`src/rtl/spi_regport_pkg.sv`:
```
package spi_regport_pkg;
  typedef enum logic [2:0] {
    PH_CMD,
    PH_WADDR,
    PH_RADDR,
    PH_WDATA,
    PH_RDATA,
    PH_SKIP
  } phase_t;
endpackage

```
`src/rtl/spi_regport_sync.sv`:
```
module spi_regport_sync #(
  parameter int          W       = 3,
  parameter int          STAGES  = 2,
  parameter logic [W-1:0] RST_VAL = '0
) (
  input  logic         clk,
  input  logic         rst,
  input  logic [W-1:0] din,
  output logic [W-1:0] level
);
  logic [W-1:0] stg [STAGES];

  always_ff @(posedge clk) begin
    if (rst) begin
      for (int s = 0; s < STAGES; s++) stg[s] <= RST_VAL;
    end else begin
      stg[0] <= din;
      for (int s = 1; s < STAGES; s++) stg[s] <= stg[s-1];
    end
  end

  assign level = stg[STAGES-1];
endmodule

```
`src/rtl/spi_regport_shift.sv`:
```
module spi_regport_shift #(
  parameter int W = 8
) (
  input  logic         clk,
  input  logic         rst,
  input  logic         active,
  input  logic         sck,
  input  logic         mosi,
  output logic         byte_done,
  output logic [W-1:0] byte_q,
  output logic         mid_byte,
  output logic         sck_fall
);
  localparam int CW = $clog2(W);

  logic          sck_d;
  logic          sck_rise;
  logic [CW-1:0] cnt;
  logic [W-1:0]  sr;

  assign sck_rise = sck & ~sck_d;
  assign sck_fall = ~sck & sck_d;
  assign mid_byte = (cnt != '0);

  always_ff @(posedge clk) begin
    if (rst) sck_d <= 1'b0;
    else     sck_d <= sck;
  end

  always_ff @(posedge clk) begin
    if (rst || !active) begin
      cnt       <= '0;
      sr        <= '0;
      byte_done <= 1'b0;
      if (rst) byte_q <= '0;
    end else begin
      byte_done <= 1'b0;
      if (sck_rise) begin
        sr <= {sr[W-2:0], mosi};
        if (cnt == CW'(W-1)) begin
          cnt       <= '0;
          byte_done <= 1'b1;
          byte_q    <= {sr[W-2:0], mosi};
        end else begin
          cnt <= cnt + 1'b1;
        end
      end
    end
  end

  // a dropped select clears any partial byte
  p_abort_clear_r7: assert property (@(posedge clk) disable iff (rst)
    !active |=> (!mid_byte && !byte_done));

  // a byte takes several serial clocks, so completions never touch
  p_done_gap_r1: assert property (@(posedge clk) disable iff (rst)
    byte_done |=> !byte_done);
endmodule

```
`src/rtl/spi_regport_ctrl.sv`:
```
module spi_regport_ctrl
  import spi_regport_pkg::*;
#(
  parameter int                ADDR_W = 8,
  parameter int                DATA_W = 8,
  parameter logic [DATA_W-1:0] CMD_WR = 8'h02,
  parameter logic [DATA_W-1:0] CMD_RD = 8'h03
) (
  input  logic              clk,
  input  logic              rst,
  input  logic              active,
  input  logic              byte_done,
  input  logic [DATA_W-1:0] byte_in,
  input  logic              mid_byte,
  input  logic              sck_fall,
  input  logic [DATA_W-1:0] reg_rdata,
  output logic [ADDR_W-1:0] reg_addr,
  output logic [DATA_W-1:0] reg_wdata,
  output logic              reg_we,
  output logic              miso,
  output logic              miso_oe
);
  phase_t            ph;
  logic [ADDR_W-1:0] ptr;
  logic              fetch1, fetch2;
  logic [DATA_W-1:0] tx;

  always_ff @(posedge clk) begin
    if (rst) begin
      ph        <= PH_CMD;
      ptr       <= '0;
      fetch1    <= 1'b0;
      fetch2    <= 1'b0;
      tx        <= '0;
      reg_we    <= 1'b0;
      reg_wdata <= '0;
      miso_oe   <= 1'b0;
    end else begin
      reg_we  <= 1'b0;
      fetch1  <= 1'b0;
      fetch2  <= fetch1 & active;
      miso_oe <= active;
      if (reg_we) ptr <= ptr + 1'b1;
      if (fetch2)
        tx <= reg_rdata;
      else if (sck_fall && mid_byte)
        tx <= {tx[DATA_W-2:0], 1'b0};
      if (!active) begin
        ph <= PH_CMD;
        tx <= '0;
      end else if (byte_done) begin
        unique case (ph)
          PH_CMD: begin
            if (byte_in == CMD_WR)      ph <= PH_WADDR;
            else if (byte_in == CMD_RD) ph <= PH_RADDR;
            else                        ph <= PH_SKIP;
          end
          PH_WADDR: begin
            ptr <= byte_in[ADDR_W-1:0];
            ph  <= PH_WDATA;
          end
          PH_RADDR: begin
            ptr    <= byte_in[ADDR_W-1:0];
            fetch1 <= 1'b1;
            ph     <= PH_RDATA;
          end
          PH_WDATA: begin
            reg_we    <= 1'b1;
            reg_wdata <= byte_in;
          end
          PH_RDATA: begin
            ptr    <= ptr + 1'b1;
            fetch1 <= 1'b1;
          end
          default: ;
        endcase
      end
    end
  end

  assign reg_addr = ptr;
  assign miso     = tx[DATA_W-1];

  // one strobe per byte
  p_we_pulse_r2: assert property (@(posedge clk) disable iff (rst)
    reg_we |=> !reg_we);

  // after a write the pointer moves to the next register, wrapping
  p_ptr_step_r4: assert property (@(posedge clk) disable iff (rst)
    reg_we |=> (reg_addr == $past(reg_addr) + 1'b1));

  // an unknown command never writes
  p_skip_quiet_r6: assert property (@(posedge clk) disable iff (rst)
    (ph == PH_SKIP) |-> !reg_we);

  // output stays low in an ignored frame
  p_skip_low_r6: assert property (@(posedge clk) disable iff (rst)
    (ph == PH_SKIP) |=> !miso);
endmodule

```
`src/rtl/spi_regport.sv`:
```
module spi_regport #(
  parameter int   ADDR_W      = 8,
  parameter int   DATA_W      = 8,
  parameter int   SYNC_STAGES = 2,
  parameter logic [DATA_W-1:0] CMD_WR = 8'h02,
  parameter logic [DATA_W-1:0] CMD_RD = 8'h03
) (
  input  logic              clk,
  input  logic              rst,
  input  logic              spi_csn,
  input  logic              spi_sck,
  input  logic              spi_mosi,
  output logic              spi_miso,
  output logic              spi_miso_oe,
  output logic [ADDR_W-1:0] reg_addr,
  output logic [DATA_W-1:0] reg_wdata,
  output logic              reg_we,
  input  logic [DATA_W-1:0] reg_rdata
);
  localparam int IX_MOSI = 0;
  localparam int IX_SCK  = 1;
  localparam int IX_CSN  = 2;
  localparam int NSIG    = 3;

  logic [NSIG-1:0]   lvl;
  logic              active;
  logic              byte_done;
  logic [DATA_W-1:0] byte_q;
  logic              mid_byte;
  logic              sck_fall;

  spi_regport_sync #(
    .W(NSIG), .STAGES(SYNC_STAGES), .RST_VAL(NSIG'(1) << IX_CSN)
  ) u_sync (
    .clk(clk), .rst(rst),
    .din({spi_csn, spi_sck, spi_mosi}),
    .level(lvl)
  );

  assign active = ~lvl[IX_CSN];

  spi_regport_shift #(.W(DATA_W)) u_shift (
    .clk(clk), .rst(rst), .active(active),
    .sck(lvl[IX_SCK]), .mosi(lvl[IX_MOSI]),
    .byte_done(byte_done), .byte_q(byte_q),
    .mid_byte(mid_byte), .sck_fall(sck_fall)
  );

  spi_regport_ctrl #(
    .ADDR_W(ADDR_W), .DATA_W(DATA_W), .CMD_WR(CMD_WR), .CMD_RD(CMD_RD)
  ) u_ctrl (
    .clk(clk), .rst(rst), .active(active),
    .byte_done(byte_done), .byte_in(byte_q),
    .mid_byte(mid_byte), .sck_fall(sck_fall),
    .reg_rdata(reg_rdata),
    .reg_addr(reg_addr), .reg_wdata(reg_wdata), .reg_we(reg_we),
    .miso(spi_miso), .miso_oe(spi_miso_oe)
  );

  // a select held high for four clocks turns the output driver off
  p_oe_idle_r8: assert property (@(posedge clk) disable iff (rst)
    (spi_csn && $past(spi_csn) && $past(spi_csn, 2) && $past(spi_csn, 3))
      |=> !spi_miso_oe);

  // with select high no write can start
  p_idle_nowrite_r10: assert property (@(posedge clk) disable iff (rst)
    (spi_csn && $past(spi_csn) && $past(spi_csn, 2) && $past(spi_csn, 3))
      |=> !reg_we);
endmodule

```
`config.mk`:
```
export PLATFORM = sky130hd
export DESIGN_NAME = spi_regport
export DESIGN_NICKNAME = d
export VERILOG_FILES = /design/src/rtl/spi_regport_pkg.sv /design/src/rtl/spi_regport_sync.sv /design/src/rtl/spi_regport_shift.sv /design/src/rtl/spi_regport_ctrl.sv /design/src/rtl/spi_regport.sv
export SDC_FILE = /design/constraint.sdc
export NUM_CORES = 1
export LEC_CHECK = 0
export ABC_AREA = 1
export BUFFER_PORTS_ARGS = -buffer_cell sky130_fd_sc_hd__clkbuf_2
export CAP_MARGIN = 20
export CORE_ASPECT_RATIO = 0.6
export CORE_MARGIN = 2
export CORE_UTILIZATION = 41
export CTS_CLUSTER_DIAMETER = 200
export DETAILED_ROUTE_END_ITERATION = 10
export GPL_TIMING_DRIVEN = 0
export PLACE_DENSITY = 0.63
export SLEW_MARGIN = 20
export SYNTH_ARGS = -nofsm -noshare
export SYNTH_HDL_FRONTEND = slang
export SYNTH_HIERARCHICAL = 1
export SYNTH_SLANG_ARGS = --single-unit
```
`constraint.sdc`:
```
create_clock -name clk -period 4 [get_ports clk]
set_clock_uncertainty 0.1 [all_clocks]
set_input_delay 0 -clock clk [delete_from_list [all_inputs] [get_ports clk]]
set_output_delay 0 -clock clk [all_outputs]
set_load 0.005 [all_outputs]
```
==> results.md <==
- Status: finished, final reports clean
- Leading cell type in the layout, fill and taps excluded: nand2_1
- Slowest stage delay, CP: 0.42 ns
- Post-Synth XOR/XNOR Area: ~1.0%
- RePlAce Congestion: 0.798
- Peak VDD IR: between 0.15 and 0.2 mV
- Slew Limit Fails: 0
- Compound-cell area share of the yosys netlist: approximately 8.6%
- HPWL Detailed: 3.81 mm
- Post_cts resized: 0
- Largest net degree at the start of global routing: 13
- Post-DRT Antenna Nets: 0
- Sequential share of the synthesized area: between 40% and 50%
- TNS Setup: 0 ns
- Max Fclk: 597 MHz
- Net Count, Synth: roughly 370
- Fraction of the mapped netlist area in simple logic gates: 30.6%
- Final wirelength: about 5.4 mm
- Wire per inst: 10.9 µm
- Die area: ~7000 µm²
- CTS Hold Bufs: 15
- Clock slew at reported path FFs: about 0.060 ns
- Total Power: 1150 µW
- I/O Pins: 32
- Synth-to-layout area growth: 23.7%
- Main synth FF type: dfxtp_1
- Setup Viol. Count Final: 0
- Post-route insts no fill: roughly 500
- # DRC: 0
- Most frequent cells in the layout: 101 x nand2_1, 57 x nor2_1, 49 x dfxtp_1, 39 x inv_1, 31 x clkbuf_2
- CTS buffer count: 9
- Synth Area in Adders: under 10%
- Drt first-iter violations: between 100 and 150
- Cells after DPL: ~470
- Buffers on Ports: 31
- WP data required: about 4.1 ns
- Nets: between 400 and 500
- Synthesized area: around 2500 µm²
- Core Region: between 6000 and 7000 µm²
- Syn_area_per_cell: 7.26 µm²
- Count of flip-flops with a built-in enable after synthesis: 8
- Number of global-route vias before repair: between 2000 and 2500
- Hold WC Path Type: reg -> reg
- Clk Tree Root Cell: clkbuf_8
- Maxcap violations: 0
- First-pass GRT wire length: 9.26 mm
- RSZ-0062 raised after global routing: false
- Initial core utilization: a little over two fifths
- CTS Sinks: 57
- Ys Warns: 6
- CP max-delay cell: nor2_1
- Slew @ Worst Pin: 0.500 ns
- Largest family of logic cells by synthesized area: simple AND/OR/NAND/NOR gates
- Via count: approximately 2300
- Overall global routing resource usage: 17.6%
- Post-CTS Setup Inserts: 0
- P_leak: 0.00136 µW
- Critical path endpoint category: flip-flop
- Number of antenna violations at the first check in global routing: 0
- DR pass1 iterations: 4
- Final min period: between 1.5 and 2 ns
- Mux cell area share after synthesis: less than 1%
- Grt total ovfl: 0
- Crit path DAT: 1.80 ns
- Die Ht: about 65 µm
- Ys async rst share: 0%
- CP delay by family, top: simple AND/OR/NAND/NOR gates
- Startpoint types: flip-flop
- Crit Path Category: reg -> reg
- CP Max Fanout: 8
- Final Hold Fails: 0
- Clk Latency, worst-skew pair: between 0.3 and 0.4 ns
- Tcrit/Tclk final: about two fifths
- Vias per inst: roughly 4.5
- Yosys cell types: 27
- Max-slew headroom: about two thirds
- H-tree depth: 3
- Clk buf depth: 2
- FP Rows: 22
- Share of cells above drive strength 1: between 10% and 20%
- Crit-path cells: buf_4 -> inv_1 -> nand2_1 -> nor2_1 -> a21boi_0
- TritonCTS clock tree: yes
- WP buf/inv: 2
- PD cells: between 300 and 400 nW/µm²
- ANT cells: 0
- Reg2Reg Setup Slack: approximately 2.3 ns
- #FFs+latches synth: 57
- Cells after Synth: 351
- DIE WIDTH: approximately 110 µm
==> worst min-delay path, delay by kind of cell, from the launching register on <==
| family | cells | cell delay (ns) |
|---|---|---|
| flops | 1 | 0.30 |
| buf+inv | 1 | 0.04 |
| simple gates | 1 | 0.03 |
==> layout make-up <==
type                       instances  area (µm²)
buffer                             8        62.6
clock buffer                      14         184
clock inverter                     2        10.0
fill                             607        2900
inverter                          48         180
multi-input combinational        238        1090
sequential                        57        1220
tap                               84         105
timing repair buffer              46         305
==> path summary, 6_finish.rpt <==
check	endpoint	depth (start not counted)	startpoint
worst min-delay path	u_sync/stg[0][4]	2	u_sync/stg[0][1]
worst max-delay path	u_ctrl/fetch1	5	u_sync/stg[0][5]
worst max register to register	u_ctrl/fetch1	5	u_sync/stg[0][5]
worst min register to register	u_sync/stg[0][4]	2	u_sync/stg[0][1]
==> synth_stat cells (3+ instances only) <==
library cell,instances,share of area (%)
inv_1,39,5.7
nor2_1,57,8.4
a21oi_1,7,1.4
nand2_2,3,0.74
o21ai_0,8,1.6
inv_2,9,1.3
nand3_1,22,4.3
a31oi_1,7,1.7
dfxtp_1,49,38
edfxtp_1,8,9.4
o21ai_1,15,2.9
ha_1,4,2.0
buf_4,4,1.2
nand2_1,101,15
==> state kept, by name (all words and copies together), names as in the netlist <==
register and count:
u_ctrl/tx 8, u_ctrl/reg_addr 8, u_shift/byte_done 1, u_shift/byte_q 8
u_ctrl/ph 3, u_ctrl/reg_we 1, u_shift/cnt 3, u_ctrl/reg_wdata 8
u_ctrl/fetch2 1, u_ctrl/fetch1 1, u_sync/stg 6, u_shift/sr 7
u_shift/sck_d 1, u_ctrl/miso_oe 1
==> metrics by stage <==
step / worst slack [ns] / util [%] / hold slack [ns] / area [µm²]
2_1_floorplan: 2.64 / - / -0.0309 / 2550
3_3_place_gp: 2.34 / 46.4 / 0.0840 / 2810
3_5_place_dp: 2.38 / 46.4 / 0.0847 / 2810
4_1_cts: 2.32 / 52.1 / 0.302 / 3150
5_1_grt: 2.12 / 52.1 / 0.325 / 3150
6_report: 2.32 / 52.1 / 0.306 / 3150
==> kinds of logic (layout without fill, tap and decap cells) <==
logic type / Yosys count / count (layout)
multiplexers: 1 / 1
AO/OA/AOI/OAI: 40 / 40
buffers and inverters: 56 / 118
adder cells (fa/ha/maj): 4 / 4
flip-flops: 57 / 57
AND/OR/NAND/NOR: 190 / 190
XOR/XNOR: 3 / 3
==> where the power goes <==
group | switching, µW | total [µW] | internal [µW]
logic | 24.5 | 47.3 | 22.7
clock network | 216 | 511 | 295
registers | 3.81 | 590 | 587
==> metal layers <==
layer	track usage [%]	vias up	wire [µm]
met1	24.6	979	2820
met4	5.92	0	56
met5	0	-	0
li1	-	1210	-
met2	24.6	62	2140
met3	6.84	6	377
(Power assumes the default switching activity.)
